--- config.mk ---
export PLATFORM = sky130hd
export DESIGN_NAME = flash_status_gen
export DESIGN_NICKNAME = d
export VERILOG_FILES = /design/src/rtl/flash_status_pkg.sv /design/src/rtl/fsg_strobe_sync.sv /design/src/rtl/fsg_abort_timer.sv /design/src/rtl/flash_status_gen.sv
export SDC_FILE = /design/constraint.sdc
export NUM_CORES = 1
export LEC_CHECK = 0
export ABC_AREA = 1
export CORE_ASPECT_RATIO = 1.1
export CORE_MARGIN = 8
export CORE_UTILIZATION = 55
export DETAILED_ROUTE_END_ITERATION = 10
export DONT_BUFFER_PORTS = 1
export GPL_TIMING_DRIVEN = 1
export PLACE_DENSITY = 0.71
export SYNTH_ARGS = -nofsm -noshare
export SYNTH_HDL_FRONTEND = slang
export SYNTH_SLANG_ARGS = --single-unit
--- constraint.sdc ---
create_clock -name clk -period 1.25 [get_ports clk]
set_input_delay 0.125 -clock clk [delete_from_list [all_inputs] [get_ports clk]]
set_output_delay 0.125 -clock clk [all_outputs]
set_load 0.1 [all_outputs]
--- src/rtl/flash_status_pkg.sv ---
package flash_status_pkg;
   typedef enum logic [1:0] {
      OP_PROG       = 2'b00,
      OP_BLK_ERASE  = 2'b01,
      OP_CHIP_ERASE = 2'b10,
      OP_RSVD       = 2'b11
   } op_kind_e;
endpackage

--- src/rtl/fsg_strobe_sync.sv ---
module fsg_strobe_sync #(
   parameter int STAGES = 2
) (
   input  logic clk,
   input  logic rst_n,
   input  logic ce_n,
   input  logic oe_n,
   output logic rd_go
);
   logic [STAGES-1:0] ce_s;
   logic [STAGES-1:0] oe_s;
   logic              sel_q;

   generate
      if (STAGES < 2) begin : g_bad_stages
         $error("fsg_strobe_sync: STAGES must be at least 2");
      end
      for (genvar i = 0; i < STAGES; i++) begin : g_stage
         always_ff @(posedge clk or negedge rst_n) begin
            if (!rst_n) begin
               ce_s[i] <= 1'b1;
               oe_s[i] <= 1'b1;
            end else if (i == 0) begin
               ce_s[i] <= ce_n;
               oe_s[i] <= oe_n;
            end else begin
               ce_s[i] <= ce_s[i-1];
               oe_s[i] <= oe_s[i-1];
            end
         end
      end
   endgenerate

   logic sel_now;
   assign sel_now = ~ce_s[STAGES-1] & ~oe_s[STAGES-1];

   always_ff @(posedge clk or negedge rst_n) begin
      if (!rst_n) sel_q <= 1'b0;
      else        sel_q <= sel_now;
   end

   assign rd_go = sel_now & ~sel_q;
endmodule

--- src/rtl/fsg_abort_timer.sv ---
module fsg_abort_timer #(
   parameter int CYCLES = 400
) (
   input  logic clk,
   input  logic rst_n,
   input  logic load,
   output logic running
);
   localparam int CW = $clog2(CYCLES + 1);

   generate
      if (CYCLES < 1) begin : g_bad_cycles
         $error("fsg_abort_timer: CYCLES must be positive");
      end
   endgenerate

   logic [CW-1:0] cnt_q;

   always_ff @(posedge clk or negedge rst_n) begin
      if (!rst_n)              cnt_q <= '0;
      else if (load)           cnt_q <= CW'(CYCLES);
      else if (cnt_q != '0)    cnt_q <= cnt_q - 1'b1;
   end

   assign running = (cnt_q != '0);
endmodule

--- src/rtl/flash_status_gen.sv ---
module flash_status_gen
   import flash_status_pkg::*;
#(
   parameter int DW          = 8,
   parameter int SYNC_STAGES = 2,
   parameter int CLK_MHZ     = 200,
   parameter int ABORT_US    = 2,
   localparam int ABORT_CYCLES = CLK_MHZ * ABORT_US
) (
   input  logic          clk,
   input  logic          rst_n,
   input  logic          op_start,
   input  logic [1:0]    op_kind,
   input  logic [DW-1:0] wr_byte,
   input  logic          prot_hit,
   input  logic          op_busy,
   input  logic          ce_n,
   input  logic          oe_n,
   input  logic [DW-1:0] array_data,
   output logic [DW-1:0] rd_data
);
   generate
      if (DW < 3) begin : g_bad_dw
         $error("flash_status_gen: DW must be at least 3");
      end
   endgenerate

   logic          rd_go;
   logic          abort_run;
   logic          abort_load;
   logic          act_q;
   logic          tog_q;
   logic          settle_q;
   op_kind_e      kind_q;
   logic [DW-1:0] byte_q;
   logic          poll_bit;
   logic [DW-1:0] status_word;

   fsg_strobe_sync #(.STAGES(SYNC_STAGES)) u_sync (
      .clk   (clk),
      .rst_n (rst_n),
      .ce_n  (ce_n),
      .oe_n  (oe_n),
      .rd_go (rd_go)
   );

   assign abort_load = op_start & prot_hit & (op_kind_e'(op_kind) == OP_PROG);

   fsg_abort_timer #(.CYCLES(ABORT_CYCLES)) u_abort (
      .clk     (clk),
      .rst_n   (rst_n),
      .load    (abort_load),
      .running (abort_run)
   );

   assign poll_bit    = (kind_q == OP_PROG) ? ~byte_q[DW-1] : 1'b0;
   assign status_word = {poll_bit, tog_q, array_data[DW-3:0]};

   always_ff @(posedge clk or negedge rst_n) begin
      if (!rst_n) begin
         act_q    <= 1'b0;
         tog_q    <= 1'b0;
         settle_q <= 1'b0;
         kind_q   <= OP_PROG;
         byte_q   <= '0;
         rd_data  <= '0;
      end else begin
         if (op_start) begin
            act_q    <= 1'b1;
            kind_q   <= op_kind_e'(op_kind);
            byte_q   <= wr_byte;
            tog_q    <= 1'b0;
            settle_q <= 1'b0;
         end else begin
            if (act_q && !op_busy && !abort_run) begin
               act_q    <= 1'b0;
               settle_q <= 1'b1;
            end
            if (rd_go) begin
               if (act_q) begin
                  rd_data <= status_word;
                  tog_q   <= ~tog_q;
               end else if (settle_q) begin
                  rd_data  <= {array_data[DW-1], rd_data[DW-2:0]};
                  settle_q <= 1'b0;
               end else begin
                  rd_data <= array_data;
               end
            end
         end
      end
   end
endmodule

==> results.py, run 1 <==
metrics = {
    "outcome": {
        "status": "finished with violations",
        "failed_checks": "negative setup slack",
    },
    "global_routing": {
        "global_route.overflow_total": 0,
        "first_pass_grt_wire_length_um": 4780,
        "groute.usage.overall_pct": 14.1,
        "grt_pass1_vias": 1130,
        "grt_antenna_before_repair": 0,
        "grt_start_max_net_pins": 29,
    },
    "die": {
        "core_region_area_um2": 2250,
        "die_area_um2": 4170,
        "start_util_pct": 57.6,
        "core.rowCount": 18,
        "chipWidth_um": 62.3,
        "boundaryPins": 33,
        "die_y_um": 66.9,
    },
    "setup_path": {
        "critPathKind": "reg2reg",
        "r2r_setup_slack_ps": -70,
        "r2r-end": "u_abort.cnt_q[1]",
        "critPathMaxFanout": 7,
        "timing.rr.start": "u_abort.cnt_q[1]",
        "timing.critical_path.to": "u_abort.cnt_q[1]",
        "reg2reg_depth": 8,
        "startpoint_type": "register",
        "signal_arrival_time_at_the_worst_endpoint_ps": 1590,
        "crit_required_ps": 1530,
        "critical_path.endpoint_type": "register",
        "critPathLaunch": "u_abort.cnt_q[1]",
    },
    "detailed_routing": {
        "vias_per_cell": 5.03,
        "route.met2.wl_um": 1450,
        "drt-wirelength-per-cell_um": 13.1,
        "drt-total-wl_um": 2830,
        "wirelength_met1_um": 1130,
        "via_count": 1087,
        "ant_nets": 0,
        "detail_route.drc_violations": 0,
        "number_of_drc_violations_after_detailed_routing_iteration_0": 46,
        "wl_met3_um": 206,
        "routed.top_layer": "met4",
        "drtPass1Iterations": 5,
    },
    "logic_synthesis": {
        "post_synth_num_cell_types": 24,
        "ys_async_sr_fraction_pct": 100,
        "yosysWarnings": 0,
        "synthesis.nets": 174,
        "ys_seq_elements": 28,
        "seq_area_frac_synth_pct": 54.4,
        "synth_cells": 148,
        "mappedNetlistArea_um2": 1300,
        "synth_enable_flop_cells": 0,
        "syn_avg_cell_area_um2": 8.77,
        "synth_flop_cell": "sky130_fd_sc_hd__dfrtp_1",
    },
    "final_layout": {
        "register_area_um2": 706,
        "final_layout_size_suffix_gt1_share_pct": 28.0,
        "antenna_fix_cells": 0,
        "post_layout_nonfiller_instances": 216,
        "syn2layout_area_growth_pct": 33.5,
        "final_nets": 213,
        "multi_input_area_um2": 556,
        "fillers": 161,
        "layout.cell_area.non_filler_um2": 1730,
    },
    "cts": {
        "clkLatencyLatePin_ps": 330,
        "h-tree-depth": 1,
        "root_buffer": "sky130_fd_sc_hd__clkbuf_4",
        "cts-buffers-inserted": 3,
        "clock_path_buffers": 2,
        "tritoncts": "done",
        "clock-sinks": 28,
        "clk_pin_slew_ps": 150,
    },
    "timing": {
        "final_critical_path_setup_slack_ps": -66.6,
        "timing.max_slew.rel_slack_pct": 81.4,
        "max_clock_freq_ghz": 0.760,
        "finClkSkew_ps": 6.78,
        "unrepaired_setup_endpoints_after_global_routing": "true",
        "final-max-slew-violation-count": 0,
        "final_hold_viol_count": 0,
        "worst_pin_slew_ps": 277,
        "fin_worst_hold_slack_ps": 9.40,
        "layout_worst_path_cycle_share_pct": 105,
        "setup_viol": 6,
        "final.min_clock_period_ps": 1320,
    },
    "placed_design": {
        "pre_cts_setup_slack_ps": -43.0,
        "placement.cell_area_um2": 1420,
        "hpwlAfterDp_um": 1890,
        "placement.io_buffers": 0,
        "placed_cells": 189,
        "gp_congestion": 0.840,
    },
    "power": {
        "peakVddDrop_mv": 1.32,
        "p_leak_nw": 0.848,
        "fin_total_pwr_w": 0.00309,
        "p_per_area_nw_per_um2": 1780,
    },
    "hold_path": {
        "hp-class": "in2reg",
    },
    "run": {
        "maxCapViolCount": 0,
    },
}
[critical path: stages, from the launching register on]
cell                      delay (ps)
sky130_fd_sc_hd__dfrtp_1         420
sky130_fd_sc_hd__inv_2            90
sky130_fd_sc_hd__ha_4            160
sky130_fd_sc_hd__nand2_4          50
sky130_fd_sc_hd__nor2_4          130
sky130_fd_sc_hd__nand3_4         130
sky130_fd_sc_hd__nor2_4          160
sky130_fd_sc_hd__nand2_1          70
sky130_fd_sc_hd__nand2_1          60
[sequential cells by signal, indices dropped and copies added (netlist names)]
register / cells
u_sync.oe_s: 2
rd_data: 8
tog_q: 1
kind_q: 2
byte_q: 1
u_abort.cnt_q: 9
u_sync.ce_s: 2
u_sync.sel_q: 1
act_q: 1
settle_q: 1
[metal layers]
metal | GRT usage (%) | vias to the layer above
met5 | 0 | -
met2 | 25.6 | 30
met1 | 15.0 | 510
li1 | - | 543
met4 | 5.98 | 0
met3 | 4.36 | 4
[synthesized netlist by cell type (2+ instances only)]
cell type                 instances  share of area (%)
sky130_fd_sc_hd__inv_1           15                4.3
sky130_fd_sc_hd__nand3_1         16                6.2
sky130_fd_sc_hd__a21oi_1          4                1.5
sky130_fd_sc_hd__nor2_4           2                1.7
sky130_fd_sc_hd__nand2_1         39                 11
sky130_fd_sc_hd__dfrtp_1         24                 46
sky130_fd_sc_hd__inv_2            5                1.4
sky130_fd_sc_hd__o21ai_0          5                1.9
sky130_fd_sc_hd__nor2_1          16                4.6
sky130_fd_sc_hd__nand4_1          3                1.4
sky130_fd_sc_hd__nand3_4          2                2.7
sky130_fd_sc_hd__dfstp_2          4                8.1
sky130_fd_sc_hd__nand2_2          2               0.96
[metrics by stage]
stage	utilization [%]	TNS, ps
after CTS	72.7	-119
after detailed placement	63.2	-258
after floorplan	-	0
after global placement	63.2	-78.1
after global routing	76.9	-800
final	76.9	-217
[cell families after synthesis]
| family | share of synthesized area (%) |
|---|---|
| adders and majority gates | 0.964 |
| buffers and inverters | 6.56 |
| xor gates and xnor gates | 0.675 |
| and+or+nand+nor | 30.9 |
| DFF | 54.4 |
| AOI/OAI and AO/OA | 6.56 |
[layout by cell type, fill, tap and decap left out, drive strengths merged]
| master | instances |
|---|---|
| dfstp | 4 |
| a21boi | 1 |
| nand3b | 1 |
| a21oi | 5 |
| xor2 | 1 |
| clkbuf | 4 |
| o21ai | 6 |
| dfrtp | 24 |
| o21a | 1 |
| inv | 21 |
| buf | 19 |
| nand3 | 18 |
| nor2 | 19 |
| nand4 | 3 |
| nand2 | 42 |
| ha | 1 |
| dlygate4sd3 | 16 |
[worst min-delay path by stage]
stage | from | endpoint | slack, ps | cells after the start
final | op_start | u_abort.cnt_q[8] | 9 | 2
after CTS | op_start | u_abort.cnt_q[8] | 2 | 2
after floorplan | rst_n | act_q | -170 | 0
after global routing | op_start | u_abort.cnt_q[8] | 20 | 2
after global placement | rst_n | rd_data[2] | -170 | 0
after detailed placement | rst_n | rd_data[0] | -170 | 0
[power breakdown]
part | internal [W] | total, W | switching (W)
Clock | 0.000178 | 0.000442 | 0.000263
Sequential | 0.00111 | 0.00127 | 0.000159
Combinational | 0.000481 | 0.00138 | 0.000901
[what timing repair did]
item,4_1_cts,5_1_grt
buffers inserted,1,5
hold buffers,15,2
endpoints found under the hold margin,42,2
endpoints found under the setup margin,7,17
resized for setup,2,12
pin swaps,5,11
[final cells by class]
cell class	instances	area share [%]
inverters	21	4.70
repair buffers	35	18.2
multi-input cells	98	32.1
flip-flops and latches	28	40.8
well taps	30	2.17
clock buffers	4	2.10
No activity file was read; power rests on OpenSTA's default activity.
==> inputs of run 2 (changes only) <==
--- a/config.mk
+++ b/config.mk
@@ -5,10 +5,11 @@
 export SDC_FILE = /design/constraint.sdc
 export NUM_CORES = 1
 export LEC_CHECK = 0
-export ABC_AREA = 1
+export CELL_PAD_IN_SITES_DETAIL_PLACEMENT = 0
+export CELL_PAD_IN_SITES_GLOBAL_PLACEMENT = 1
 export CORE_ASPECT_RATIO = 1.1
 export CORE_MARGIN = 8
-export CORE_UTILIZATION = 55
+export CORE_UTILIZATION = 43
 export DETAILED_ROUTE_END_ITERATION = 10
 export DONT_BUFFER_PORTS = 1
 export GPL_TIMING_DRIVEN = 1
==> results.py, run 2 <==
metrics = {
    "outcome": {
        "status": "finished with violations",
        "failed_checks": "negative hold slack, negative setup slack",
    },
    "logic_synthesis": {
        "ys_async_sr_fraction_pct": 100,
        "ys_top_cells_by_count": "sky130_fd_sc_hd__dfrtp_1, sky130_fd_sc_hd__a21oi_1, sky130_fd_sc_hd__mux2_1, sky130_fd_sc_hd__nor2_1, sky130_fd_sc_hd__o21ai_1",
        "synth_area_leader_cell": "sky130_fd_sc_hd__dfrtp_1",
        "seq_area_frac_synth_pct": 57.1,
        "synthDominantCellAreaShare_pct": 48.6,
        "synth_enable_flop_cells": 0,
        "post-synth-top-count-cell": "sky130_fd_sc_hd__dfrtp_1",
        "synth_flop_cell": "sky130_fd_sc_hd__dfrtp_1",
        "syn_avg_cell_area_um2": 12.2,
        "post_synth_num_cell_types": 34,
        "synthesis.nets": 127,
        "ys_seq_elements": 28,
        "synthTopCellsByArea": "sky130_fd_sc_hd__dfrtp_1, sky130_fd_sc_hd__dfstp_2, sky130_fd_sc_hd__mux2_1",
        "mappedNetlistArea_um2": 1230,
        "yosysWarnings": 0,
        "synth_cells": 101,
    },
    "detailed_routing": {
        "drt-total-wl_um": 2900,
        "drt-wirelength-per-cell_um": 16.4,
        "via_count": 961,
        "drtPass1Iterations": 4,
        "ant_nets": 0,
        "vias_per_cell": 5.43,
        "number_of_drc_violations_after_detailed_routing_iteration_0": 34,
        "detail_route.drc_violations": 0,
    },
    "timing": {
        "unrepaired_setup_endpoints_after_global_routing": "true",
        "fin_worst_hold_slack_ps": -149,
        "final_hold_viol_count": 6,
        "finClkSkew_ps": 4.68,
        "final.min_clock_period_ps": 1700,
        "fin_setup_tns_ps": -4520,
        "final_critical_path_setup_slack_ps": -450,
        "layout_worst_path_cycle_share_pct": 136,
        "max_clock_freq_ghz": 0.588,
        "worst_pin_slew_ps": 418,
        "setup_viol": 18,
        "final-max-slew-violation-count": 0,
        "timing.max_slew.rel_slack_pct": 71.9,
    },
    "final_layout": {
        "syn2layout_area_growth_pct": 45.0,
        "final_nets": 171,
        "most_common_library_cell_in_the_layout_ignoring_fill_and_taps": "sky130_fd_sc_hd__buf_4",
        "top_register": "u_abort.cnt_q",
        "fillers": 212,
        "final_layout_size_suffix_gt1_share_pct": 52.1,
        "register_area_um2": 713,
        "mostFrequentLayoutCells": "sky130_fd_sc_hd__buf_4, sky130_fd_sc_hd__dfrtp_1, sky130_fd_sc_hd__dlygate4sd3_1",
        "antenna_fix_cells": 0,
        "post_layout_nonfiller_instances": 177,
        "largest_registers": "u_abort.cnt_q: 9 flops, rd_data: 8 flops",
        "multi_input_area_um2": 612,
        "finalCoreUtilization_pct": 65.0,
        "largest_register_ff_count": 9,
    },
    "power": {
        "p_leak_nw": 0.759,
        "peakVddDrop_mv": 1.12,
        "p_per_area_nw_per_um2": 1940,
        "fin_total_pwr_w": 0.00347,
    },
    "cts": {
        "clock-sinks": 28,
        "root_buffer": "sky130_fd_sc_hd__clkbuf_4",
        "h-tree-depth": 1,
        "clock_path_buffers": 2,
        "cts_hold_buffers": 13,
        "clk_pin_slew_ps": 140,
        "clkLatencyLatePin_ps": 310,
        "tritoncts": "done",
        "cts-buffers-inserted": 3,
    },
    "run": {
        "maxCapViolCount": 0,
    },
    "placed_design": {
        "placement.io_buffers": 0,
        "hpwlAfterDp_um": 2010,
        "pre_cts_setup_slack_ps": -486,
        "gp_congestion": 0.759,
        "placed_cells": 158,
    },
    "hold_path": {
        "hold_path_end": "settle_q",
        "hold_start": "op_start",
        "hp-class": "in2reg",
        "hold_depth": 1,
    },
    "setup_path": {
        "critPathKind": "reg2reg",
        "critPathLaunch": "u_abort.cnt_q[1]",
        "crit_required_ps": 1490,
        "critPathMaxFanout": 2,
        "startpoint_type": "register",
        "r2r-end": "settle_q",
        "signal_arrival_time_at_the_worst_endpoint_ps": 1940,
        "r2r_setup_slack_ps": -450,
        "timing.rr.start": "u_abort.cnt_q[1]",
        "reg2reg_depth": 5,
        "critical_path.endpoint_type": "register",
    },
    "global_routing": {
        "grt_pass1_vias": 1026,
        "grt_antenna_before_repair": 0,
        "first_pass_grt_wire_length_um": 4840,
        "grt_start_max_net_pins": 29,
        "groute.usage.overall_pct": 12.8,
        "global_route.overflow_total": 0,
    },
    "die": {
        "chipWidth_um": 67.1,
        "die_y_um": 72.2,
        "core.rowCount": 20,
        "start_util_pct": 44.9,
        "boundaryPins": 33,
        "core_region_area_um2": 2750,
        "die_area_um2": 4840,
    },
}
[run 2: worst max-delay path, stage by stage (launching register included)]
cell	delay, ps
sky130_fd_sc_hd__dfrtp_1	420
sky130_fd_sc_hd__inv_2	80
sky130_fd_sc_hd__ha_4	120
sky130_fd_sc_hd__or4b_4	450
sky130_fd_sc_hd__or3_4	350
sky130_fd_sc_hd__a211oi_2	210
[run 2: timing repair]
action,4_1_cts,5_1_grt
resized for setup,17,6
pin swaps,7,3
setup buffers,2,1
hold endpoints to repair,42,6
endpoints found under the setup margin,18,20
[run 2: cell families after synthesis]
kind of cell	share of synthesized area, %
muxes	10.8
AOI/OAI and AO/OA	12.2
xor gates and xnor gates	0.709
buffers and inverters	3.65
adders and majority gates	1.01
DFF	57.1
and+or+nand+nor	14.5
[run 2: worst max path at each step]
stage	end	slack (ps)	depth (start not counted)
2_1_floorplan	act_q	-580	6
3_3_place_gp	act_q	-450	5
3_5_place_dp	settle_q	-490	5
4_1_cts	act_q	-460	5
5_1_grt	act_q	-480	5
6_report	settle_q	-450	5
[run 2: per-layer routing]
layer  part of all wire, %  GRT usage, %  vias to the layer above  wire (um)
met1                    41          14.6                      481       1180
met3                   4.0          3.54                        2        117
li1                      -             -                      463          -
met4                  0.45          3.72                        0         13
met5                     0             0                        -          0
met2                    55          22.6                       15       1590
[run 2: where the power goes]
part	total (W)	internal, W	switching (W)	leakage (nW)
clock network	0.000416	0.000178	0.000239	0.0210
logic	0.00178	0.000778	0.00100	0.417
registers	0.00127	0.00113	0.000147	0.321
total	0.00347	0.00208	0.00139	0.759
[run 2: stage by stage]
| stage | area (um2) | hold WS, ps |
|---|---|---|
| after floorplan | 1270 | -171 |
| after global placement | 1490 | -170 |
| after detailed placement | 1490 | -170 |
| after CTS | 1750 | -170 |
| after global routing | 1790 | -203 |
| final | 1790 | -149 |
[run 2: layout make-up]
cell class              count  share of cell area [%]
flip-flops and latches     28                    39.8
multi-input cells          65                    34.2
repair buffers             44                    21.0
well taps                  33                    2.31
clock buffers               4                    2.03
inverters                   3                   0.629
